--- src/rtl/ctrl_pkg.sv ---
package ctrl_pkg;

    localparam int ENC_LP  = 0;
    localparam int ENC_DUP = 1;
    localparam int ENC_OH  = 2;

    localparam int NUM_ST = 11;
    localparam int BIN_W  = 4;

    localparam logic [5:0] OP_RTYPE = 6'b000000;
    localparam logic [5:0] OP_LOAD  = 6'b100011;
    localparam logic [5:0] OP_STORE = 6'b101011;
    localparam logic [5:0] OP_BEQ   = 6'b000100;
    localparam logic [5:0] OP_JUMP  = 6'b000010;

    typedef enum logic [3:0] {
        S_FETCH, S_DECODE, S_MADR, S_MRD, S_MWB, S_MWR,
        S_EXE, S_AWB, S_BR, S_JMP, S_TRAP
    } state_e;

    typedef struct packed {
        logic       pc_wr;
        logic       mem_addr_sel;
        logic       mem_wr;
        logic       ir_wr;
        logic       reg_wr;
        logic       reg_dst;
        logic       wb_sel_mem;
        logic       alu_src_a;
        logic [1:0] alu_src_b;
        logic [1:0] alu_op;
        logic [1:0] pc_src;
        logic       br_en;
    } ctrl_t;

    // explicit binary state codes
    localparam logic [3:0] C_FETCH  = 4'b0000;
    localparam logic [3:0] C_FETCH2 = 4'b1001;
    localparam logic [3:0] C_DECODE = 4'b0001;
    localparam logic [3:0] C_MADR   = 4'b0011;
    localparam logic [3:0] C_MRD    = 4'b0111;
    localparam logic [3:0] C_MWB    = 4'b0110;
    localparam logic [3:0] C_MWR    = 4'b0010;
    localparam logic [3:0] C_EXE    = 4'b0101;
    localparam logic [3:0] C_AWB    = 4'b0100;
    localparam logic [3:0] C_BR_LP  = 4'b1001;
    localparam logic [3:0] C_BR_DUP = 4'b1101;
    localparam logic [3:0] C_JMP    = 4'b1000;
    localparam logic [3:0] C_TRAP   = 4'b1011;

    function automatic int state_w(int enc);
        return (enc == ENC_OH) ? NUM_ST : BIN_W;
    endfunction

    function automatic logic [3:0] bin_code(state_e s, bit dup);
        logic [3:0] c;
        case (s)
            S_FETCH:  c = C_FETCH;
            S_DECODE: c = C_DECODE;
            S_MADR:   c = C_MADR;
            S_MRD:    c = C_MRD;
            S_MWB:    c = C_MWB;
            S_MWR:    c = C_MWR;
            S_EXE:    c = C_EXE;
            S_AWB:    c = C_AWB;
            S_BR:     c = dup ? C_BR_DUP : C_BR_LP;
            S_JMP:    c = C_JMP;
            default:  c = C_TRAP;
        endcase
        return c;
    endfunction

    function automatic int unsigned hdist(logic [3:0] a, logic [3:0] b);
        return $countones(a ^ b);
    endfunction

    function automatic ctrl_t ctrl_of(state_e s);
        ctrl_t c;
        c = '0;
        case (s)
            S_FETCH: begin
                c.pc_wr = 1'b1; c.ir_wr = 1'b1; c.alu_src_b = 2'b01;
            end
            S_DECODE: c.alu_src_b = 2'b11;
            S_MADR: begin
                c.alu_src_a = 1'b1; c.alu_src_b = 2'b10;
            end
            S_MRD:  c.mem_addr_sel = 1'b1;
            S_MWB: begin
                c.reg_wr = 1'b1; c.wb_sel_mem = 1'b1;
            end
            S_MWR: begin
                c.mem_addr_sel = 1'b1; c.mem_wr = 1'b1;
            end
            S_EXE: begin
                c.alu_src_a = 1'b1; c.alu_op = 2'b10;
            end
            S_AWB: begin
                c.reg_wr = 1'b1; c.reg_dst = 1'b1;
            end
            S_BR: begin
                c.alu_src_a = 1'b1; c.alu_op = 2'b01;
                c.pc_src = 2'b01; c.br_en = 1'b1;
            end
            S_JMP: begin
                c.pc_wr = 1'b1; c.pc_src = 2'b10;
            end
            S_TRAP: begin
                c.pc_wr = 1'b1; c.pc_src = 2'b11;
            end
            default: c = '0;
        endcase
        return c;
    endfunction

    function automatic state_e next_of(state_e s, logic [5:0] op);
        state_e n;
        case (s)
            S_FETCH: n = S_DECODE;
            S_DECODE: begin
                case (op)
                    OP_RTYPE:          n = S_EXE;
                    OP_LOAD, OP_STORE: n = S_MADR;
                    OP_BEQ:            n = S_BR;
                    OP_JUMP:           n = S_JMP;
                    default:           n = S_TRAP;
                endcase
            end
            S_MADR:  n = (op == OP_LOAD) ? S_MRD : S_MWR;
            S_MRD:   n = S_MWB;
            S_EXE:   n = S_AWB;
            default: n = S_FETCH;
        endcase
        return n;
    endfunction

endpackage

--- src/rtl/mc_state_dec.sv ---
module mc_state_dec
    import ctrl_pkg::*;
#(
    parameter int ENC = ENC_LP,
    parameter int SW  = state_w(ENC)
) (
    input  logic [SW-1:0] code_q,
    output state_e        cur,
    output logic          legal
);

    generate
        if (ENC == ENC_OH) begin : g_oh
            always_comb begin
                cur   = S_FETCH;
                legal = ($countones(code_q) == 1);
                for (int i = 0; i < NUM_ST; i++) begin
                    if (code_q[i]) cur = state_e'(i);
                end
            end
        end else begin : g_bin
            localparam bit DUP = (ENC == ENC_DUP);
            always_comb begin
                cur   = S_FETCH;
                legal = 1'b0;
                for (int i = 0; i < NUM_ST; i++) begin
                    if (code_q[3:0] == bin_code(state_e'(i), DUP)) begin
                        cur   = state_e'(i);
                        legal = 1'b1;
                    end
                end
                if (DUP && code_q[3:0] == C_FETCH2) begin
                    cur   = S_FETCH;
                    legal = 1'b1;
                end
            end
        end
    endgenerate

endmodule

--- src/rtl/mc_state_enc.sv ---
module mc_state_enc
    import ctrl_pkg::*;
#(
    parameter int ENC = ENC_LP,
    parameter int SW  = state_w(ENC)
) (
    input  state_e        nxt,
    input  logic [SW-1:0] code_q,
    output logic [SW-1:0] code_d
);

    generate
        if (ENC == ENC_OH) begin : g_oh
            logic unused_code;
            assign unused_code = ^code_q;
            assign code_d = {{(SW-1){1'b0}}, 1'b1} << nxt;
        end else if (ENC == ENC_DUP) begin : g_dup
            logic pick_f2;
            assign pick_f2 = hdist(code_q[3:0], C_FETCH2) < hdist(code_q[3:0], C_FETCH);
            always_comb begin
                if (nxt == S_FETCH) code_d = SW'(pick_f2 ? C_FETCH2 : C_FETCH);
                else                code_d = SW'(bin_code(nxt, 1'b1));
            end
        end else begin : g_lp
            logic unused_code;
            assign unused_code = ^code_q;
            assign code_d = SW'(bin_code(nxt, 1'b0));
        end
    endgenerate

endmodule

--- src/rtl/mc_next_state.sv ---
module mc_next_state
    import ctrl_pkg::*;
(
    input  state_e     cur,
    input  logic       legal,
    input  logic [5:0] opcode,
    output state_e     nxt
);

    always_comb begin
        if (legal) nxt = next_of(cur, opcode);
        else       nxt = S_FETCH;
    end

endmodule

--- src/rtl/mc_out_dec.sv ---
module mc_out_dec
    import ctrl_pkg::*;
(
    input  state_e cur,
    input  logic   legal,
    output ctrl_t  ctrl
);

    always_comb begin
        if (legal) ctrl = ctrl_of(cur);
        else       ctrl = '0;
    end

endmodule

--- src/rtl/mc_ctrl.sv ---
module mc_ctrl
    import ctrl_pkg::*;
#(
    parameter int ENC = ENC_LP
) (
    input  logic                          clk,
    input  logic                          rst,
    input  logic [5:0]                    opcode,
    output logic                          pc_wr,
    output logic                          mem_addr_sel,
    output logic                          mem_wr,
    output logic                          ir_wr,
    output logic                          reg_wr,
    output logic                          reg_dst,
    output logic                          wb_sel_mem,
    output logic                          alu_src_a,
    output logic [1:0]                    alu_src_b,
    output logic [1:0]                    alu_op,
    output logic [1:0]                    pc_src,
    output logic                          br_en,
    output logic [ctrl_pkg::state_w(ENC)-1:0] state_q
);

    localparam int SW = state_w(ENC);
    localparam logic [SW-1:0] RST_CODE = SW'((ENC == ENC_OH) ? 1 : 0);

    logic [SW-1:0] code_q;
    logic [SW-1:0] code_d;
    state_e        cur;
    state_e        nxt;
    logic          legal;
    ctrl_t         ctrl;

    always_ff @(posedge clk) begin
        if (rst) code_q <= RST_CODE;
        else     code_q <= code_d;
    end

    mc_state_dec #(.ENC(ENC), .SW(SW)) u_dec (
        .code_q (code_q),
        .cur    (cur),
        .legal  (legal)
    );

    mc_next_state u_nxt (
        .cur    (cur),
        .legal  (legal),
        .opcode (opcode),
        .nxt    (nxt)
    );

    mc_state_enc #(.ENC(ENC), .SW(SW)) u_enc (
        .nxt    (nxt),
        .code_q (code_q),
        .code_d (code_d)
    );

    mc_out_dec u_out (
        .cur    (cur),
        .legal  (legal),
        .ctrl   (ctrl)
    );

    assign pc_wr        = ctrl.pc_wr;
    assign mem_addr_sel = ctrl.mem_addr_sel;
    assign mem_wr       = ctrl.mem_wr;
    assign ir_wr        = ctrl.ir_wr;
    assign reg_wr       = ctrl.reg_wr;
    assign reg_dst      = ctrl.reg_dst;
    assign wb_sel_mem   = ctrl.wb_sel_mem;
    assign alu_src_a    = ctrl.alu_src_a;
    assign alu_src_b    = ctrl.alu_src_b;
    assign alu_op       = ctrl.alu_op;
    assign pc_src       = ctrl.pc_src;
    assign br_en        = ctrl.br_en;
    assign state_q      = code_q;

endmodule

--- config.mk ---
export PLATFORM = sky130hd
export DESIGN_NAME = mc_ctrl
export DESIGN_NICKNAME = d
export VERILOG_FILES = /design/src/rtl/ctrl_pkg.sv /design/src/rtl/mc_state_dec.sv /design/src/rtl/mc_state_enc.sv /design/src/rtl/mc_next_state.sv /design/src/rtl/mc_out_dec.sv /design/src/rtl/mc_ctrl.sv
export SDC_FILE = /design/constraint.sdc
export NUM_CORES = 1
export LEC_CHECK = 0
export CORE_AREA = 3 3 40 42
export DETAILED_ROUTE_END_ITERATION = 8
export DIE_AREA = 0 0 43 45
export DONT_BUFFER_PORTS = 1
export GPL_TIMING_DRIVEN = 0
export PLACE_DENSITY_LB_ADDON = 0.08
export SYNTH_ARGS = -nofsm -noshare
export SYNTH_HDL_FRONTEND = slang
export SYNTH_SLANG_ARGS = --single-unit
export TNS_END_PERCENT = 5
--- constraint.sdc ---
create_clock -name clk -period 1.85 [get_ports clk]
set_input_delay 0.185 -clock clk [delete_from_list [all_inputs] [get_ports clk]]
set_output_delay 0.185 -clock clk [all_outputs]
set_load 0.02 [all_outputs]
==> reports/qor.yml <==
fin_crit_ns: 1.75
rsz0062_at_grt: "false"
fin_skew_ns: 0.00212
die-area_um2: 1940
dr.pass1.iters: 4
synth-seq-cells: 4
syn_area_um2: 432
cts.sinks: 4
wl_per_cell_um: 13.9
numCtsBuffers: 3
r2r-end: "state_q[1]"
ys_top_cells_by_count: "12 x nor2_1, 6 x a21oi_1, 5 x nand2_1"
fin_total_pwr_mw: 0.735
ys_seq_area_frac: 0.186
synth_area_per_cell_um2: 6.74
finalCritPeriodShare: 0.948
slew_violations: 0
worst_pin_slew_ns: 0.648
port_buffers: 0
final_cells: 82
r2r_cells: 7
outcome: "finished, final reports clean"
ioPinCount: 27
overflow: 0
cts.clk_slew.worst_paths_ns: 0.04
post_cts_buffers: 0
synth_edf_count: 0
num_rows: 13
antenna_cells: 0
start_util: 0.336
async_flop_share: 0
cts.path.max_buffers: 2
power_density_nw_per_um2: 1480
cp.required_ns: 1.97
nets: 78
ys.flop_type: "dfxtp_1"
drc_errors: 0
dr_total_vias: 435
clk_latency_ns: 0.23
dpl.hpwl_um: 867
crit_path_max_fanout: 10
pre_cts_ws_ns: -0.132
via_per_inst: 5.30
synthCells: 64
endpoint_kind: "flop"
fin_ws_ns: 0.0955
hp-class: "in -> reg"
cts_tree: "done"
ys_warn_count: 0
place_congestion: 0.749
crit_start: "state_q[3]"
fmax_ghz: 0.570
finalHoldViolCount: 0
maxSlewHeadroom: 0.565
area_growth_syn_to_layout_pct: 15.1
p_leak_nw: 0.191
fin_util: 0.387
arrival_ns: 1.87
maxCapViolCount: 0
yosys-top-cells-area: "dfxtp_1 19%, nor2_1 10%, a21oi_1 7.0%"
htreeDepth: 1
antenna_found_initial: 0
synth.top_cell.area_share: 0.186
antenna_left: 0
dp_cells: 79
fp.dieW_um: 43
worst_setup_path_start_kind: "flop"
drtIter0Drc: 6
grt_usage: 0.122
largest_reg_flops: 4
cts_root_buf: "clkbuf_4"
synth_nets: 73
grt_pass1_wl_um: 1810
r2r_slack_ns: 0.1
peakVddDrop_uv: 570
grt_max_degree: 11
worstSetupPathType: "reg -> reg"
r2r-start: "state_q[3]"
crit_end: "state_q[1]"
core_um2: 1280
setup_viol: 0
yosysTopAreaCell: "dfxtp_1"
layout-drive-gt1-share: 0.284
routed_wl_um: 1140
grt_pass1_vias: 396
ys_types: 29
dieHeight_um: 45
synth.most_common_cell: "nor2_1"
setup_tns_ns: 0
-- cell usage in the layout (no fill, tap or decap) --
cell      instances
clkbuf_2          1
a31oi_1           1
xnor2_1           1
nor2b_1           3
a21oi_1           6
nor3_2            1
buf_2             2
nand2b_1          4
a2111o_1          1
and3b_1           1
mux2_2            1
or2_2             1
buf_4             2
dfxtp_1           2
and3_4            1
xor2_1            1
nor3_1            3
nor2_1           10
a21o_1            1
nor2_2            2
nand3_1           2
o21ai_0           2
nand3_2           1
nand2_1           5
ha_1              1
a211oi_1          1
dfxtp_2           2
inv_1             1
nor3b_2           1
clkbuf_4          3
nor3_4            1
nor4_1            2
-- final cells by class --
type,count,area (um^2)
Buffer,5,30.0
Tap cell,15,18.8
Multi-Input combinational cell,54,339
Inverter,1,3.75
Sequential cell,4,82.6
Fill cell,151,788
Clock buffer,3,22.5
-- worst max-delay path, cell delays in order (launching register included) --
cell      delay [ns]
dfxtp_1         0.36
buf_2           0.21
nand2b_1        0.22
a21oi_1         0.13
nand2_1         0.07
ha_1            0.28
nor2b_1         0.12
mux2_2          0.24
-- through the flow --
stage                     instance area (um^2)  hold slack [ns]
after floorplan                            432            0.257
after global placement                     450            0.265
after detailed placement                   450            0.262
after CTS                                  484           0.0140
after global routing                       497          0.00406
final                                      497           0.0195
-- how the worst min path moves through the flow --
stage	from	to	slack [ns]	cells after the start
after floorplan	rst	state_q[3]	0.26	1
after global placement	rst	state_q[3]	0.26	1
after detailed placement	rst	state_q[3]	0.26	1
after CTS	rst	state_q[3]	0.01	1
after global routing	rst	state_q[3]	0.004	1
final	rst	state_q[3]	0.02	1
-- cells by family (layout without fill, tap and decap cells) --
family,after synthesis,after routing,synth area share
AOI/OAI and AO/OA,12,12,0.168
xor gates and xnor gates,2,2,0.0406
adders and majority gates,1,1,0.0290
buffers and inverters,6,9,0.0638
DFF,4,4,0.186
muxes,1,1,0.0261
and+or+nand+nor,38,38,0.487
-- routing by layer --
layer | GRT usage | vias up | share of wire
met3 | 0.0717 | 0 | 0.12
met4 | 0.0181 | 0 | 0
met5 | 0 | - | 0
met1 | 0.159 | 189 | 0.43
met2 | 0.180 | 18 | 0.45
li1 | - | 228 | -
-- what timing repair did --
| item | 4_1_cts | 5_1_grt |
|---|---|---|
| endpoints found under the setup margin | 6 | 4 |
| resized for setup | 5 | 7 |
| hold buffers | 0 | 0 |
-- power by group --
group          internal (mW)  total [mW]  switching [mW]
clock                 0.0724       0.106          0.0335
combinational          0.149       0.458           0.309
sequential             0.114       0.171          0.0578
(Power assumes the default switching activity.)
